**src/rtl/wave_fill.sv**
```systemverilog
`timescale 1ns/1ps
module wave_fill #(
  parameter int ADDR_W = 8,
  parameter int DATA_W = 8
) (
  input  logic              clk,
  input  logic              rst_n,
  input  logic              start,
  input  logic [2:0]        shape,
  input  logic [DATA_W-1:0] amp,
  input  logic [DATA_W-1:0] offset,
  output logic              wr_en,
  output logic [ADDR_W-1:0] wr_addr,
  output logic [DATA_W-1:0] wr_data,
  output logic              done
);
  localparam int DEPTH = 1 << ADDR_W;
  localparam int QTR   = DEPTH / 4;
  localparam logic [ADDR_W-1:0] LAST = ADDR_W'(DEPTH - 1);
  localparam logic [ADDR_W:0]   MID  = (ADDR_W+1)'(DEPTH / 2);

  localparam logic [2:0] SH_SINE = 3'd0;
  localparam logic [2:0] SH_SQR  = 3'd1;
  localparam logic [2:0] SH_TRI  = 3'd2;
  localparam logic [2:0] SH_SAW  = 3'd3;

  function automatic int quarter_sine(int k);
    real a;
    a = (DEPTH / 2.0) * $sin(2.0 * 3.14159265358979 * k / DEPTH);
    return $rtoi(a + 0.5);
  endfunction

  logic [ADDR_W:0] qtab [0:QTR];
  for (genvar k = 0; k <= QTR; k++) begin : g_quarter
    localparam logic [ADDR_W:0] QV = (ADDR_W+1)'(quarter_sine(k));
    assign qtab[k] = QV;
  end

  logic              busy;
  logic [ADDR_W-1:0] idx;
  logic [2:0]        shape_q;
  logic [DATA_W-1:0] amp_q, off_q;

  always_ff @(posedge clk or negedge rst_n) begin
    if (!rst_n) begin
      busy    <= 1'b0;
      done    <= 1'b0;
      idx     <= '0;
      shape_q <= '0;
      amp_q   <= '0;
      off_q   <= '0;
    end else begin
      done <= 1'b0;
      if (busy) begin
        idx <= idx + 1'b1;
        if (idx == LAST) begin
          busy <= 1'b0;
          done <= 1'b1;
        end
      end else if (start) begin
        busy    <= 1'b1;
        idx     <= '0;
        shape_q <= shape;
        amp_q   <= amp;
        off_q   <= offset;
      end
    end
  end

  logic [ADDR_W-2:0] qi;
  logic [ADDR_W:0]   sine_n, down, norm;
  logic [ADDR_W+DATA_W:0] prod;
  logic [DATA_W:0]   sum;

  assign qi     = idx[ADDR_W-2] ? (ADDR_W-1)'(QTR) - {1'b0, idx[ADDR_W-3:0]}
                                : {1'b0, idx[ADDR_W-3:0]};
  assign sine_n = idx[ADDR_W-1] ? MID - qtab[qi] : MID + qtab[qi];
  assign down   = (ADDR_W+1)'(DEPTH) - {1'b0, idx};

  always_comb begin
    case (shape_q)
      SH_SINE: norm = sine_n;
      SH_SQR:  norm = idx[ADDR_W-1] ? '0 : (ADDR_W+1)'(DEPTH);
      SH_TRI:  norm = idx[ADDR_W-1] ? {down[ADDR_W-1:0], 1'b0} : {idx[ADDR_W-2:0], 1'b0};
      SH_SAW:  norm = {1'b0, idx};
      default: norm = '0;
    endcase
  end

  assign prod    = (ADDR_W+DATA_W+1)'(norm) * (ADDR_W+DATA_W+1)'(amp_q);
  assign sum     = (DATA_W+1)'(prod >> ADDR_W) + {1'b0, off_q};
  assign wr_data = sum[DATA_W] ? '1 : sum[DATA_W-1:0];
  assign wr_en   = busy;
  assign wr_addr = idx;

  assert_first_addr_R2: assert property (@(posedge clk) disable iff (!rst_n)
    (start && !busy) |=> (wr_en && wr_addr == '0));
  assert_addr_step_R2: assert property (@(posedge clk) disable iff (!rst_n)
    (wr_en && $past(wr_en)) |-> (wr_addr == ADDR_W'($past(wr_addr) + 1'b1)));
  assert_done_after_last_R3: assert property (@(posedge clk) disable iff (!rst_n)
    done |-> $past(wr_en && wr_addr == LAST));
  assert_done_excl_R3: assert property (@(posedge clk) disable iff (!rst_n)
    $onehot0({done, wr_en}));
  assert_start_ignored_R4: assert property (@(posedge clk) disable iff (!rst_n)
    (busy && start) |=> !(wr_en && wr_addr == '0));
  assert_offset_floor_R5: assert property (@(posedge clk) disable iff (!rst_n)
    wr_en |-> (wr_data >= off_q));
endmodule

```
**config.mk**
```make
export PLATFORM = sky130hd
export DESIGN_NAME = wave_fill
export DESIGN_NICKNAME = d
export VERILOG_FILES = /design/src/rtl/wave_fill.sv
export SDC_FILE = /design/constraint.sdc
export NUM_CORES = 1
export LEC_CHECK = 0
export ABC_AREA = 1
export CELL_PAD_IN_SITES_DETAIL_PLACEMENT = 1
export CELL_PAD_IN_SITES_GLOBAL_PLACEMENT = 1
export CORE_ASPECT_RATIO = 1.25
export CORE_MARGIN = 2
export CORE_UTILIZATION = 40
export CTS_BUF_LIST = sky130_fd_sc_hd__clkbuf_16
export DETAILED_ROUTE_END_ITERATION = 16
export PLACE_DENSITY_LB_ADDON = 0.1
export SKIP_CTS_REPAIR_TIMING = 1
export SYNTH_ARGS = -nofsm -noshare
export SYNTH_HDL_FRONTEND = slang
export SYNTH_SLANG_ARGS = --single-unit
export TNS_END_PERCENT = 5
```
**constraint.sdc**
```tcl
create_clock -name clk -period 9.87 [get_ports clk]
set_clock_uncertainty 0.1 [all_clocks]
set_input_delay 1.974 -clock clk [delete_from_list [all_inputs] [get_ports clk]]
set_output_delay 1.974 -clock clk [all_outputs]
set_load 0.1 [all_outputs]
```
Yosys cells after proc, flatten, opt, wreduce, memory -nomap -nowiden
Memories as Yosys holds them, arrays and structs flattened.
Index checks and enable logic that the tools add are counted.

cells by class
  multiplexer cells = 15
  add/sub/neg operators = 6
  $lt $le $gt $ge = 1
  bitwise operators = 2
  multipliers = 1
  equal/unequal tests = 4
  reductions and logical operators = 3

operator list
  kind                                                  number
  2-to-1 mux 9 bit                                      5
  case mux 9 bit (4 select lines)                       1
  2-to-1 mux 8 bit                                      3
  multiplier 9 x 8 -> 17 bit                            1
  adder 8 x 9 -> 9 bit (first input constant)           1
  adder 9 x 8 -> 9 bit                                  1
  subtractor 8 x 9 -> 9 bit (first input constant)      1
  adder 8 x 1 -> 8 bit (second input constant)          1
  equality test 8 bit (second input constant)           1
  >= comparator 8 bit (second input constant)           1
  inverter 7 -> 8 bit                                   1
  subtractor 1 x 8 -> 8 bit (first input constant)      1
  2-to-1 mux 7 bit                                      1
  subtractor 7 x 6 -> 7 bit (first input constant)      1
  equality test 3 x 2 -> 1 bit (second input constant)  2
  2-to-1 mux 1 bit                                      5
  equality test 3 x 1 -> 1 bit (second input constant)  1
  zero test 3 bit                                       1
  AND reduction 2 bit                                   1
  nonzero test 2 bit                                    1
  inverter 1 bit                                        1

word-level totals
  word-level logic and storage cells = 39
  memories = 1
  input port bits = 22
  register bits after elaboration = 29
  ROM bits = 1152

memories
  name              depth  width  rd ports  clocked after Yosys merged registers in  write ports  line  source
  (name not given)  128    9      1         0                                        0            77    assign sine_n = idx[ADDR_W-1] ? MID - qtab[qi] : MID + qtab[qi];

Logic depth before layout (Yosys ltp)
  word-level depth = 12
  depth in mapped cells = 50
  mapped depth without buffers = 50

Worst setup path before layout
No wires, ideal clock.

  path type = register -> output
  from = register idx[0] (netlist: wr_addr[0])
  to = output wr_data[0]
  setup slack = -1154 ps
  stages on the path, launching flop included = 44
  required time = 7796 ps
  data arrival time = 8950 ps
  cells stage by stage = dfrtp_1 -> inv_2 -> ha_1 -> inv_1 -> nand2_1 -> o21ai_0 -> ha_1 -> nor2_1 -> nand2_1 -> nand2_1 -> nor2_1 -> nor2_1 -> nor2_2 -> nand2_1 -> ha_1 -> nand3_2 -> nand2_1 -> nand2_1 -> [... 8 more ...] -> ha_1 -> a21oi_1 -> o21ai_0 -> o21bai_4 -> xor2_1 -> ha_1 -> inv_1 -> fa_1 -> o21ai_0 -> a21oi_1 -> nor2_1 -> nor2_1 -> o21ai_0 -> a21oi_1 -> xor2_1 -> nand3b_1 -> nand2_2 -> nand2_1

between the ends
  word-level cells in the longest chain between the ends = 12

RTL lines
  item                                                                      line  source
  from (decl)                                                               40    logic [ADDR_W-1:0] idx;
  from (signal assigned)                                                    55    idx <= idx + 1'b1;
  subtractor 7 x 6 -> 7 bit                                                 75    assign qi = idx[ADDR_W-2] ? (ADDR_W-1)'(QTR) - {1'b0, idx[ADDR_W-3:0]}
  2-to-1 mux 7 bit                                                          75
  inverter 7 -> 8 bit (implied by the code)                                 77
  memory read (128 x 9 bit)                                                 -
  2-to-1 mux 9 bit (implied by the code) (2 in series)                      77
  adder 8 x 9 -> 9 bit / subtractor 8 x 9 -> 9 bit (equally long branches)  77
  2-to-1 mux 9 bit                                                          77
  case mux 9 bit (4 select lines) *                                         81    case (shape_q)
  multiplier 9 x 8 -> 17 bit *                                              90    assign prod = (ADDR_W+DATA_W+1)'(norm) * (ADDR_W+DATA_W+1)'(amp_q);
  adder 9 x 8 -> 9 bit *                                                    91    assign sum = (DATA_W+1)'(prod >> ADDR_W) + {1'b0, off_q};
  2-to-1 mux 8 bit *                                                        92    assign wr_data = sum[DATA_W] ? '1 : sum[DATA_W-1:0];
  to (decl)                                                                 14    output logic [DATA_W-1:0] wr_data,

Every way passes the cells marked *; elsewhere a longest branch is shown, timed or not. The select of a mux whose other input is x is not followed.

Worst setup path in the final report
  from = register idx[0] (netlist: wr_addr[0])
  to = output wr_data[2]

Same word-level chain as after synthesis.

==> results.cfg <==
[critical_path]
max_stage_delay_ps = 560
start_kind = flop
path_class = flop to output port
crit_arrival_ps = 8440
crit_path_end_kind = output port
crit_fanout = 8
cp_data_required_time_ps = 7800
slowest_stage = fa_1
path_common_cell = fa_1

[placement]
hpwl_microns = 15700
portBuffers = 39
place_inst = 1058
gp_congestion = 0.937
dp_slack_ps = -603

[die]
die_h_microns = 131
core_sq_um = 12700
die_w_microns = 106
start_util_pct = 40.7
rows = 46
io_pins = 40
die_area_sq_um = 13800

[route]
vias = 5768
wl_per_cell_microns = 18.6
wl_met3_microns = 381
wl_met1_microns = 7450
ant_nets = 0
first_pass_iters = 4
drc = 0
drt_iter0_markers = 249
drt-total-wl_microns = 20100
top_layer = met4
vias_per_cell = 5.33
wl_met2_microns = 11600

[clock_tree]
clk_pin_slew_ps = 60
cts_sinks = 29
cts_max_path_buffers = 2
cts_tree = yes
cts_buffers = 5
cts.htree.levels = 2
insertion_delay_ps = 290
cts-root-buf = clkbuf_16

[sta]
worst_slack_ps = -644
post-route-min-period_ps = 10510
fin_crit_sh_pct = 107
hold_viol = 0
slew_headroom_pct = 30.6
setup_viol = 8
worst_slew_pin_slew_ps = 1040
finalMaxSlewViolations = 0
clock.fmax_mhz = 95.1
rsz0062_at_grt = true

[finish]
finalNetCount = 1031
drive_gt1_share_pct = 29.5
finalNonFillerCells = 1083
area_growth_pct = 45.0

[run_status]
run_status = finished with violations
violations = setup timing

[synth]
synth_edf_count = 0
synth_area_leaders = fa_1 (16%), nand2_1 (16%), dfrtp_1 (14%), ha_1 (13%), inv_1 (7.6%)
async_flop_share_pct = 100
synth-seq-cells = 29
yosysWarnings = 0
synth_top_area_share_pct = 16.3
synth_top_area_cell = fa_1
synthesis.nets = 869
syn_area_sq_um = 5150
ys.flop_type = dfrtp_1
synth.avg_cell_area_sq_um = 6.86
yosysSeqAreaShare_pct = 14.1
synthCells = 751
yosysUniqueCellTypes = 44

[global_routing]
overflow = 0
grt_antenna_before_repair = 1
grt_pass1_vias = 6348
grt_max_degree = 34
groute.usage.overall_pct = 28.0
grt_pass1_wl_microns = 30600

[hold_path]
worst_hold_path_type = flop to flop

[run]
drv_cap = 0
## logic make-up (layout without fill, tap and decap cells)
logic type      count (synthesis)  in the layout  share of synthesized area [%]
flops                          29             29                           14.1
fa+ha+maj                      96             96                           29.4
compound gates                114            114                           13.3
simple gates                  374            374                           31.1
buf+inv                       126            289                           10.1
other cells                     0              1                              0
xor+xnor                       12             12                           2.04
## cells in the final DEF (no fill, tap or decap), types with 20 or more instances in the layout
master	netlist	layout
nand2_1	218	196
buf_4	1	126
inv_1	105	98
nor2_1	65	55
nand3_1	44	40
fa_1	42	40
ha_1	54	39
a21oi_1	46	36
clkdlybuf4s50_1	0	31
o21ai_0	37	27
dfrtp_1	29	25
nand2_2	13	20
## registers in the layout, indices dropped and copies added (netlist names)
name,flops
off_q,8
done,1
amp_q,8
wr_addr,8
wr_en,1
shape_q,3
## stage by stage
| stage | hold WS [ps] | setup TNS (ps) | cell area [sq um] | util [%] |
|---|---|---|---|---|
| 2_1_floorplan | 355 | 0 | 5350 | - |
| 3_3_place_gp | 393 | -1560 | 6800 | 53.7 |
| 3_5_place_dp | 410 | -4740 | 6800 | 53.7 |
| 4_1_cts | 425 | -7430 | 6940 | 54.8 |
| 5_1_grt | 468 | -7560 | 7470 | 59.0 |
| 6_report | 415 | -5090 | 7470 | 59.0 |
## cell usage after synthesis, types with 4 or more instances
master and instances:
dfrtp_1 29, fa_1 42, nand3_1 44, ha_1 54, nand2_1 218, buf_6 5
inv_2 5, o21ai_1 8, a31oi_1 4, nor3_1 10, o21ai_0 37, xor2_1 11
clkbuf_1 5, nand3_2 8, nand4_1 7, a21oi_1 46, a32oi_1 4, nor2_1 65
inv_1 105, nand2_2 13
## worst max-delay path, delay by kind of cell (launching register included)
family,cells,cell delay (ps)
AOI/OAI and AO/OA,11,1430
xor gates and xnor gates,2,340
buffers and inverters,8,700
DFF,1,430
adders and majority gates,9,3440
and+or+nand+nor,13,1760
## layout make-up
cell class	count	area, sq um
Antenna cell	1	2.50
Fill cell	1597	5190
Sequential cell	29	736
Multi-Input combinational cell	596	4480
Clock inverter	3	13.8
Inverter	111	424
Clock buffer	5	125
Tap cell	168	210
Timing Repair Buffer	170	1480
## per-layer routing
| metal | vias to the layer above | track usage (%) |
|---|---|---|
| li1 | 2728 | - |
| met5 | - | 0 |
| met3 | 51 | 2.98 |
| met1 | 2889 | 28.3 |
| met2 | 100 | 57.4 |
| met4 | 0 | 12.5 |
## worst paths after layout
kind / start / to / slack (ps) / depth (start not counted)
hold reg to reg: off_q[0] / off_q[0] / 410 / 2
hold / removal: off_q[0] / off_q[0] / 410 / 2
max in group asynchronous: rst_n / wr_addr[1] / 7340 / 2
setup / recovery: wr_addr[0] / wr_data[2] / -640 / 43
min in group asynchronous: rst_n / off_q[2] / 1990 / 2
setup reg to reg: wr_en / wr_addr[6] / 7540 / 6
Power is not shown: default switching activity piles up to over one toggle a cycle in this logic, so the estimate is an artifact.
